==> config.mk <==
export PLATFORM = sky130hd
export DESIGN_NAME = mmflash_xlate
export DESIGN_NICKNAME = d
export VERILOG_FILES = /design/src/rtl/mmx_pkg.sv /design/src/rtl/mmx_sclk_gen.sv /design/src/rtl/mmx_tx_shift.sv /design/src/rtl/mmx_rx_cap.sv /design/src/rtl/mmflash_xlate.sv
export SDC_FILE = /design/constraint.sdc
export NUM_CORES = 1
export LEC_CHECK = 0
export ABC_AREA = 1
export BUFFER_PORTS_ARGS = -buffer_cell sky130_fd_sc_hd__buf_4
export CORE_MARGIN = 5
export CORE_UTILIZATION = 32
export CTS_BUF_LIST = sky130_fd_sc_hd__clkbuf_4 sky130_fd_sc_hd__clkbuf_8 sky130_fd_sc_hd__clkbuf_16
export DETAILED_ROUTE_END_ITERATION = 7
export PLACE_DENSITY = 0.61
export SETUP_SLACK_MARGIN = 0.2
export SLEW_MARGIN = 20
export SYNTH_ARGS = -nofsm -noshare
export SYNTH_HDL_FRONTEND = slang
export SYNTH_SLANG_ARGS = --single-unit
==> constraint.sdc <==
create_clock -name clk -period 2.2 [get_ports clk]
set_input_delay 0.22 -clock clk [delete_from_list [all_inputs] [get_ports clk]]
set_output_delay 0.22 -clock clk [all_outputs]
set_load 0.01 [all_outputs]
==> src/rtl/mmx_pkg.sv <==
`timescale 1ns/1ps
package mmx_pkg;

    localparam int WORD_W = 32;

    typedef enum logic [2:0] {
        ST_IDLE,
        ST_CMD,
        ST_ADDR,
        ST_DUMMY,
        ST_DATA,
        ST_FINISH,
        ST_REJECT
    } mmx_state_t;

    typedef enum logic [1:0] {
        LANE_X1,
        LANE_X2,
        LANE_X4
    } mmx_lane_t;

    typedef struct packed {
        logic [7:0] opcode;
        logic [2:0] addr_bytes;
        logic [5:0] dummy_slots;
        mmx_lane_t  lanes;
    } mmx_cfg_t;

    // Field positions are fixed by the software that programs the word.
    function automatic mmx_cfg_t mmx_decode(input logic [31:0] w);
        mmx_cfg_t c;
        c.opcode      = w[7:0];
        c.addr_bytes  = {1'b0, w[9:8]} + 3'd1;
        c.dummy_slots = {1'b0, w[11:10], 3'b000} + {1'b0, w[28:24]};
        unique case (w[13:12])
            2'd1:    c.lanes = LANE_X2;
            2'd3:    c.lanes = LANE_X4;
            default: c.lanes = LANE_X1;
        endcase
        return c;
    endfunction

endpackage

==> src/rtl/mmx_sclk_gen.sv <==
`timescale 1ns/1ps
module mmx_sclk_gen #(
    parameter int DIV_W = 16
) (
    input  logic             clk,
    input  logic             rst_n,
    input  logic             run,
    input  logic [DIV_W-1:0] div,
    output logic             half,
    output logic             mid_tick,
    output logic             end_tick
);

    logic [DIV_W-1:0] cnt_q;
    logic             at_lim;

    assign at_lim   = (cnt_q == div);
    assign mid_tick = run && !half && at_lim;
    assign end_tick = run &&  half && at_lim;

    always_ff @(posedge clk or negedge rst_n) begin
        if (!rst_n) begin
            cnt_q <= '0;
            half  <= 1'b0;
        end else if (!run) begin
            cnt_q <= '0;
            half  <= 1'b0;
        end else if (at_lim) begin
            cnt_q <= '0;
            half  <= ~half;
        end else begin
            cnt_q <= cnt_q + 1'b1;
        end
    end

    // the second half of a slot always follows a mid tick
    a_r9_half_follows: assert property (@(posedge clk) disable iff (!rst_n)
        (mid_tick && run) |=> (half || !run));

endmodule

==> src/rtl/mmx_tx_shift.sv <==
`timescale 1ns/1ps
module mmx_tx_shift #(
    parameter int ADDR_W = 24
) (
    input  logic              clk,
    input  logic              rst_n,
    input  logic              load,
    input  logic              shift,
    input  logic [7:0]        opcode,
    input  logic [2:0]        addr_bytes,
    input  logic [ADDR_W-1:0] addr,
    output logic              bit_o
);

    localparam int SH_W = 8 + 32;

    logic [SH_W-1:0] sh_q;
    logic [31:0]     addr32;
    logic [31:0]     aligned;
    logic [2:0]      unused_bytes;

    assign addr32       = 32'(addr);
    assign unused_bytes = 3'd4 - addr_bytes;
    assign aligned      = addr32 << {unused_bytes, 3'b000};
    assign bit_o        = sh_q[SH_W-1];

    always_ff @(posedge clk or negedge rst_n) begin
        if (!rst_n)     sh_q <= '0;
        else if (load)  sh_q <= {opcode, aligned};
        else if (shift) sh_q <= {sh_q[SH_W-2:0], 1'b0};
    end

endmodule

==> src/rtl/mmx_rx_cap.sv <==
`timescale 1ns/1ps
module mmx_rx_cap
    import mmx_pkg::*;
(
    input  logic              clk,
    input  logic              rst_n,
    input  logic              clear,
    input  logic              capture,
    input  mmx_lane_t         lanes,
    input  logic [3:0]        io_i,
    output logic [WORD_W-1:0] word_o
);

    localparam int NBYTES = WORD_W / 8;

    logic [WORD_W-1:0] sh_q;

    always_ff @(posedge clk or negedge rst_n) begin
        if (!rst_n) begin
            sh_q <= '0;
        end else if (clear) begin
            sh_q <= '0;
        end else if (capture) begin
            unique case (lanes)
                LANE_X2: sh_q <= {sh_q[WORD_W-3:0], io_i[1:0]};
                LANE_X4: sh_q <= {sh_q[WORD_W-5:0], io_i};
                default: sh_q <= {sh_q[WORD_W-2:0], io_i[1]};
            endcase
        end
    end

    // First byte on the wire ends up in the lowest byte lane.
    for (genvar b = 0; b < NBYTES; b++) begin : g_swap
        assign word_o[8*b +: 8] = sh_q[WORD_W-8-8*b +: 8];
    end

endmodule

==> src/rtl/mmflash_xlate.sv <==
`timescale 1ns/1ps
module mmflash_xlate
    import mmx_pkg::*;
#(
    parameter int ADDR_W = 24,
    parameter int DIV_W  = 16
) (
    input  logic              clk,
    input  logic              rst_n,
    input  logic              mm_sel,
    input  logic [31:0]       setup_word,
    input  logic [DIV_W-1:0]  clk_div,
    input  logic              cpol,
    input  logic              cpha,
    input  logic              cs_act_high,
    input  logic              rd_req,
    input  logic [ADDR_W-1:0] rd_addr,
    output logic              rd_ready,
    output logic [31:0]       rd_data,
    output logic              rd_err,
    output logic              sclk_o,
    output logic              cs_o,
    output logic              mosi_o,
    input  logic [3:0]        io_i
);

    localparam int SLOT_W = 6;

    mmx_state_t        state_q, state_d;
    logic [SLOT_W-1:0] slots_q, slots_d;
    mmx_cfg_t          cfg_q;
    logic              busy, accept, refuse;
    logic              half, mid_tick, end_tick;
    logic              tx_bit;
    logic [WORD_W-1:0] rx_word;
    logic [SLOT_W-1:0] data_last;
    logic              shifting;

    assign busy     = (state_q == ST_CMD) || (state_q == ST_ADDR) ||
                      (state_q == ST_DUMMY) || (state_q == ST_DATA);
    assign shifting = (state_q == ST_CMD) || (state_q == ST_ADDR);
    assign refuse   = !mm_sel || (setup_word == 32'd0);
    assign accept   = (state_q == ST_IDLE) && rd_req && !refuse;

    always_comb begin
        unique case (cfg_q.lanes)
            LANE_X2: data_last = SLOT_W'(WORD_W/2 - 1);
            LANE_X4: data_last = SLOT_W'(WORD_W/4 - 1);
            default: data_last = SLOT_W'(WORD_W - 1);
        endcase
    end

    mmx_sclk_gen #(.DIV_W(DIV_W)) u_clk (
        .clk(clk), .rst_n(rst_n), .run(busy), .div(clk_div),
        .half(half), .mid_tick(mid_tick), .end_tick(end_tick)
    );

    mmx_tx_shift #(.ADDR_W(ADDR_W)) u_tx (
        .clk(clk), .rst_n(rst_n), .load(accept),
        .shift(end_tick && shifting),
        .opcode(setup_word[7:0]), .addr_bytes({1'b0, setup_word[9:8]} + 3'd1),
        .addr(rd_addr), .bit_o(tx_bit)
    );

    mmx_rx_cap u_rx (
        .clk(clk), .rst_n(rst_n), .clear(accept),
        .capture(mid_tick && (state_q == ST_DATA)),
        .lanes(cfg_q.lanes), .io_i(io_i), .word_o(rx_word)
    );

    // Next-state logic
    always_comb begin
        state_d = state_q;
        slots_d = slots_q;
        unique case (state_q)
            ST_IDLE: begin
                if (rd_req) begin
                    if (refuse) begin
                        state_d = ST_REJECT;
                    end else begin
                        state_d = ST_CMD;
                        slots_d = SLOT_W'(7);
                    end
                end
            end
            ST_CMD: begin
                if (end_tick) begin
                    if (slots_q == '0) begin
                        state_d = ST_ADDR;
                        slots_d = {cfg_q.addr_bytes, 3'b000} - 1'b1;
                    end else begin
                        slots_d = slots_q - 1'b1;
                    end
                end
            end
            ST_ADDR: begin
                if (end_tick) begin
                    if (slots_q != '0) begin
                        slots_d = slots_q - 1'b1;
                    end else if (cfg_q.dummy_slots != '0) begin
                        state_d = ST_DUMMY;
                        slots_d = cfg_q.dummy_slots - 1'b1;
                    end else begin
                        state_d = ST_DATA;
                        slots_d = data_last;
                    end
                end
            end
            ST_DUMMY: begin
                if (end_tick) begin
                    if (slots_q == '0) begin
                        state_d = ST_DATA;
                        slots_d = data_last;
                    end else begin
                        slots_d = slots_q - 1'b1;
                    end
                end
            end
            ST_DATA: begin
                if (end_tick) begin
                    if (slots_q == '0) state_d = ST_FINISH;
                    else               slots_d = slots_q - 1'b1;
                end
            end
            ST_FINISH: state_d = ST_IDLE;
            ST_REJECT: state_d = ST_IDLE;
            default:   state_d = ST_IDLE;
        endcase
    end

    // State register
    always_ff @(posedge clk or negedge rst_n) begin
        if (!rst_n) begin
            state_q <= ST_IDLE;
            slots_q <= '0;
            cfg_q   <= '0;
        end else begin
            state_q <= state_d;
            slots_q <= slots_d;
            if (accept) cfg_q <= mmx_decode(setup_word);
        end
    end

    // Outputs
    always_comb begin
        sclk_o   = busy ? (cpol ^ cpha ^ half) : cpol;
        cs_o     = busy ? cs_act_high : ~cs_act_high;
        mosi_o   = shifting ? tx_bit : 1'b0;
        rd_ready = (state_q == ST_FINISH) || (state_q == ST_REJECT);
        rd_err   = (state_q == ST_REJECT);
        rd_data  = (state_q == ST_FINISH) ? rx_word : '0;
    end

    a_r2_refuse_unowned: assert property (@(posedge clk) disable iff (!rst_n)
        (state_q == ST_IDLE && rd_req && !mm_sel) |=> (rd_ready && rd_err && rd_data == '0));

    a_r3_refuse_zero_setup: assert property (@(posedge clk) disable iff (!rst_n)
        (state_q == ST_IDLE && rd_req && setup_word == 32'd0) |=> (rd_ready && rd_err));

    a_r10_ready_single: assert property (@(posedge clk) disable iff (!rst_n)
        rd_ready |=> !rd_ready);

    a_r10_cs_released: assert property (@(posedge clk) disable iff (!rst_n)
        rd_ready |-> (cs_o != cs_act_high));

    a_r6_dummy_nonzero: assert property (@(posedge clk) disable iff (!rst_n)
        (state_q == ST_DUMMY) |-> (cfg_q.dummy_slots != '0));

endmodule

==> results of run 1 <==
[Yosys cell counts, types with 2 or more instances]
cell type and count:
nor2_1 106, dfrtp_1 109, nand3_2 3, o21ai_1 33, xor2_1 20, nand4_2 2, buf_2 13, a21oi_1 18
a31oi_1 6, xnor2_1 8, nand2_2 2, nor2_4 3, nand2_1 336, buf_4 5, buf_6 4, nand3_1 103
inv_1 80, o21ai_0 72, mux2i_1 3, or2_2 2, o22ai_1 36, nand3b_1 2, ha_1 11, o21bai_1 3
inv_2 8, a21boi_0 2, nor3_1 5, nand4_1 15, clkbuf_1 37, nor2_2 3
[how the worst max path moves through the flow]
stage	start	end	slack [ps]	cells past startpoint
6_report	state_q[0]	rd_data[18]	330	5
5_1_grt	u_clk.cnt_q[0]	u_clk.cnt_q[12]	160	10
4_1_cts	state_q[1]	u_tx.sh_q[4]	220	8
3_5_place_dp	setup_word[8]	u_tx.sh_q[34]	170	13
3_3_place_gp	setup_word[8]	u_tx.sh_q[18]	200	11
2_1_floorplan	setup_word[8]	u_tx.sh_q[25]	220	14
[registers in the layout, summed over array words and instances, names as in the netlist]
signal	count
cfg_q	11
slots_q	6
u_tx.sh_q	40
state_q	3
u_rx.sh_q	32
u_clk.cnt_q	16
u_clk.half	1
[cell type report]
class	count	area, um2
tap	280	350
inverter	89	334
fill	2303	13200
clock inverter	6	50.0
multi-input combinational	801	3870
timing repair buffer	152	1230
clock buffer	10	233
sequential	109	2730
[routing by layer]
metal | up-vias | share of wire
met1 | 3192 | 0.47
li1 | 3636 | -
met5 | - | 0
met3 | 22 | 0.037
met2 | 128 | 0.48
met4 | 0 | 0.014
[cell families after synthesis]
kind of cell             count (synthesis)  share of synthesized area
flip-flops                             109                      0.380
AO/OA/AOI/OAI                          174                      0.132
AND/OR/NAND/NOR                        584                      0.342
multiplexers                             3                    0.00418
adder cells (fa/ha/maj)                 12                     0.0219
buffers and inverters                  148                     0.0864
XOR/XNOR                                28                     0.0341
[power breakdown]
| group | leakage [nW] | switching (mW) | internal [mW] | total (mW) |
|---|---|---|---|---|
| clock | 0.132 | 0.793 | 0.791 | 1.58 |
| combinational | 2.76 | 2.55 | 1.59 | 4.14 |
| sequential | 1.48 | 0.336 | 2.47 | 2.80 |
[worst reg2reg max path, delay by kind of cell (launching register included)]
family	cells	cell delay (ps)
AND/OR/NAND/NOR	8	810
flip-flops	1	430
buffers and inverters	2	340
XOR/XNOR	1	180
[timing repair]
action	in CTS	in global routing
endpoints found under the hold margin	33	0
resized for setup	0	15
hold buffers	1	0
buffers inserted	0	2
endpoints found under the setup margin	0	78
==> results.cfg, run 1 <==
[synth]
async_flop_share = 1.00
syn_inst = 1058
yosys.area.top_type = dfrtp_1
seq_area_frac_synth = 0.380
syn_avg_cell_area_um2 = 6.79
synth_edf_count = 0
ys_warn_count = 0
ys_seq_elements = 109
ys_types = 38
ys.flop_type = dfrtp_1
synth_area_leaders = dfrtp_1 (38%), nand2_1 (18%), nand3_1 (7.2%), nor2_1 (5.5%), o21ai_0 (5.0%)
syn-cell-area_um2 = 7190
synth_fp_nets = 1153
synth_top_area_frac = 0.380

[setup_path]
slowest_stage = dfrtp_1
r2r_slack_ps = 390
cpMostUsedCell = buf_4
cpPeakStageDelay_ps = 410
r2r_cells = 11
timing.rr.end = u_tx.sh_q[4]
reg2reg_from = u_clk.cnt_q[11]
end_kind = output pin
crit_required_ps = 1980
path_cells = buf_4, nand3_1, buf_4, nor2_1, buf_4
cp_num_buf_inv = 3
critical-path-top-delay-family = buffers and inverters
crit_fanout = 32
arrival_ps = 1650
crit_type = flip-flop to output pin
cp-start-kind = flip-flop

[place]
dp_slack_ps = 165
gp_congestion = 0.876
portBuffers = 119
placedCellCount = 1428
postPlaceCellArea_um2 = 8450
dp_hpwl_um = 14600

[grt]
grt_max_degree = 65
globalRouteMet1Util = 0.205
met3_usage = 0.0284
use_met2 = 0.254
track_usage = 0.152
grt_pass1_wl_um = 33200
antenna_found_initial = 0
grt_pass1_vias = 6610
grt_overflow = 0
top_usage_layer = met2

[flow_run]
max_cap_viol_count = 0

[final_layout]
stdcell_area_um2 = 8800
fin_cells = 1447
final_common_cell = nand2_1
nets = 1257
final_util = 0.401
area_growth_pct = 22.4
mostFrequentLayoutCells = nand2_1 (334), buf_4 (143), dfrtp_1 (107)
num_antenna_cells = 0
drive_above_1_share = 0.172

[floorplanning]
core_um2 = 22000
initial_core_util = 0.327
die_h_um = 160
num_rows = 54
dieArea_um2 = 25600
dieWidth_um = 160
io_pins = 120

[timing]
hold_viol_final = 0
fin_crit_sh = 0.848
worstMarginPinSlew_ps = 504
rsz0062_at_grt = true
skew_ps = 9.34
slew_violations = 0
setup_ws_ps = 335
finalSetupTns_ps = 0
slew-limit-headroom = 0.664
max_freq_mhz = 536
holdWs_ps = 77.6
setup_viol = 0
fin_crit_ps = 1870

[clocking]
cts_tree = done
clock_path_buffers = 2
clk_pin_slew_worst_paths_ps = 70
cts_root_buf = clkbuf_16
htreeDepth = 3
cts_made_buffers = 9
cts.sinks = 109
clk_latency_ps = 360

[hold_path]
hold_depth = 3
hold_start = setup_word[26]
holdPathEnd = cfg_q[4]
worst_hold_path_type = input pin to flip-flop

[routing]
viasPerCell = 4.82
wl_um = 19600
wire_per_inst_um = 13.5
drt_iter0_markers = 453
vias = 6978
drc = 0
postRouteAntennaNets = 0
first_pass_iters = 4

[pwr]
p_leak_nw = 4.37
finalPower_mw = 8.53
p_per_area_nw_per_um2 = 969
ir_drop_mv = 0.413

[outcome]
status = finished clean
Power figures use the tool's default switching activity.
==> inputs of run 2 (changes only) <==
- clock period: 2.2 -> 1.8 ns (I/O delays scaled with it)
==> results.cfg, run 2 (synthesis gave the netlist of run 1 again) <==
[final_layout]
area_growth_pct = 44.4
final_util = 0.473
mostFrequentLayoutCells = nand2_1 (286), buf_4 (180), dfrtp_1 (108)
nets = 1338
top_register = u_tx.sh_q
top_regs = u_tx.sh_q: 40 flops, u_rx.sh_q: 32 flops, u_clk.cnt_q: 16 flops
final_common_cell = nand2_1
largest_register_ffs = 40
num_antenna_cells = 0
drive_above_1_share = 0.319

[pwr]
finalPower_mw = 12.5
p_per_area_nw_per_um2 = 1200
p_leak_nw = 5.08
ir_drop_mv = 0.639

[setup_path]
path_cells = nor2_4, nor2_4, inv_2, nand2_4, buf_8, nand2_4, xnor2_2, buf_4
arrival_ps = 1600
cp_num_buf_inv = 3
path_depth = 8
r2r_cells = 11
crit_required_ps = 1620
critical-path-top-delay-family = flip-flops
cpPeakStageDelay_ps = 410
timing.rr.end = u_tx.sh_q[1]
crit_type = flip-flop to output pin
r2r_slack_ps = 20
end_kind = output pin
slowest_stage = dfrtp_1
crit_fanout = 4
reg2reg_from = state_q[1]
cp-start-kind = flip-flop

[clocking]
htreeDepth = 3
clock_path_buffers = 2
cts.sinks = 109
cts_root_buf = clkbuf_16
clk_pin_slew_worst_paths_ps = 80
cts_tree = done
cts_made_buffers = 9
clk_latency_ps = 370

[grt]
grt_pass1_wl_um = 34800
grt_max_degree = 65
track_usage = 0.162
top_usage_layer = met2
globalRouteMet1Util = 0.228
grt_overflow = 0
use_met2 = 0.261
grt_pass1_vias = 6921
antenna_found_initial = 0
met3_usage = 0.0340

[flow_run]
max_cap_viol_count = 0

[timing]
slew_violations = 0
holdWs_ps = 40.5
worstMarginPinSlew_ps = 443
skew_ps = 14.8
max_freq_mhz = 561
rsz0062_at_grt = true
fin_crit_ps = 1780
hold_viol_final = 0
fin_crit_sh = 0.991
slew-limit-headroom = 0.705
setup_viol = 0

[place]
dp_hpwl_um = 15100
gp_congestion = 0.893
portBuffers = 119

[hold_path]
holdPathEnd = cfg_q[2]
hold_start = setup_word[24]
hold_depth = 3
worst_hold_path_type = input pin to flip-flop

[routing]
vias = 7586
postRouteAntennaNets = 0
wl_um = 22800
wire_per_inst_um = 14.9
first_pass_iters = 7
drt_iter0_markers = 569
drc = 0
viasPerCell = 4.96

[floorplanning]
core_um2 = 22000
die_h_um = 160
dieArea_um2 = 25600
io_pins = 120
initial_core_util = 0.327
num_rows = 54
dieWidth_um = 160

[outcome]
status = finished clean
## run 2: metrics by stage
step / setup WS [ps] / TNS, ps / cell area, um2 / instances
after floorplan: 93.1 / 0 / 7410 / 1058
after global placement: -30.6 / -175 / 8910 / 1462
after detailed placement: -50.2 / -261 / 8910 / 1462
after CTS: -4.86 / -4.86 / 9480 / 1489
after global routing: -90.0 / -4410 / 10400 / 1528
final: 16.3 / 0 / 10400 / 1528
## run 2: worst max path at each step
| stage | from | end | slack [ps] |
|---|---|---|---|
| floorplan | setup_word[8] | u_tx.sh_q[25] | 90 |
| global placement | state_q[1] | slots_q[1] | -30 |
| detailed placement | state_q[1] | slots_q[5] | -50 |
| CTS | state_q[0] | sclk_o | -5 |
| global route | u_clk.cnt_q[2] | u_rx.sh_q[30] | -90 |
| finish | state_q[1] | sclk_o | 20 |
## run 2: report_power, final
group	switching, mW	internal (mW)	total, mW	leakage [nW]
sequential	0.423	3.01	3.44	1.48
combinational	3.94	3.08	7.02	3.47
clock	1.03	1.01	2.04	0.143
## run 2: final cells by class
| class | instances | area, um2 |
|---|---|---|
| multi-input combinational | 801 | 4430 |
| inverter | 89 | 364 |
| timing repair buffer | 233 | 2210 |
| fill | 2123 | 11600 |
| clock buffer | 10 | 239 |
| clock inverter | 6 | 56.3 |
| sequential | 109 | 2730 |
| tap | 280 | 350 |
## run 2: worst reg2reg max path, delay by kind of cell, from the launching register on
| kind | cells | cell delay, ps |
|---|---|---|
| flops | 1 | 410 |
| buf+inv | 4 | 530 |
| simple gates | 6 | 680 |
| compound gates | 1 | 60 |
## run 2: what timing repair did
| item | in CTS | in global routing |
|---|---|---|
| gates cloned | 0 | 13 |
| gates resized for setup | 59 | 140 |
| setup endpoints to repair | 132 | 144 |
| endpoints found under the hold margin | 26 | 0 |
| setup buffers | 10 | 26 |
| pin swaps | 17 | 49 |
| hold buffers | 1 | 0 |
## run 2: routing by layer
metal / wire, um / vias to the layer above
li1: - / 3818
met4: 300 / 0
met2: 10800 / 205
met5: 0 / -
met1: 10600 / 3537
met3: 1160 / 26
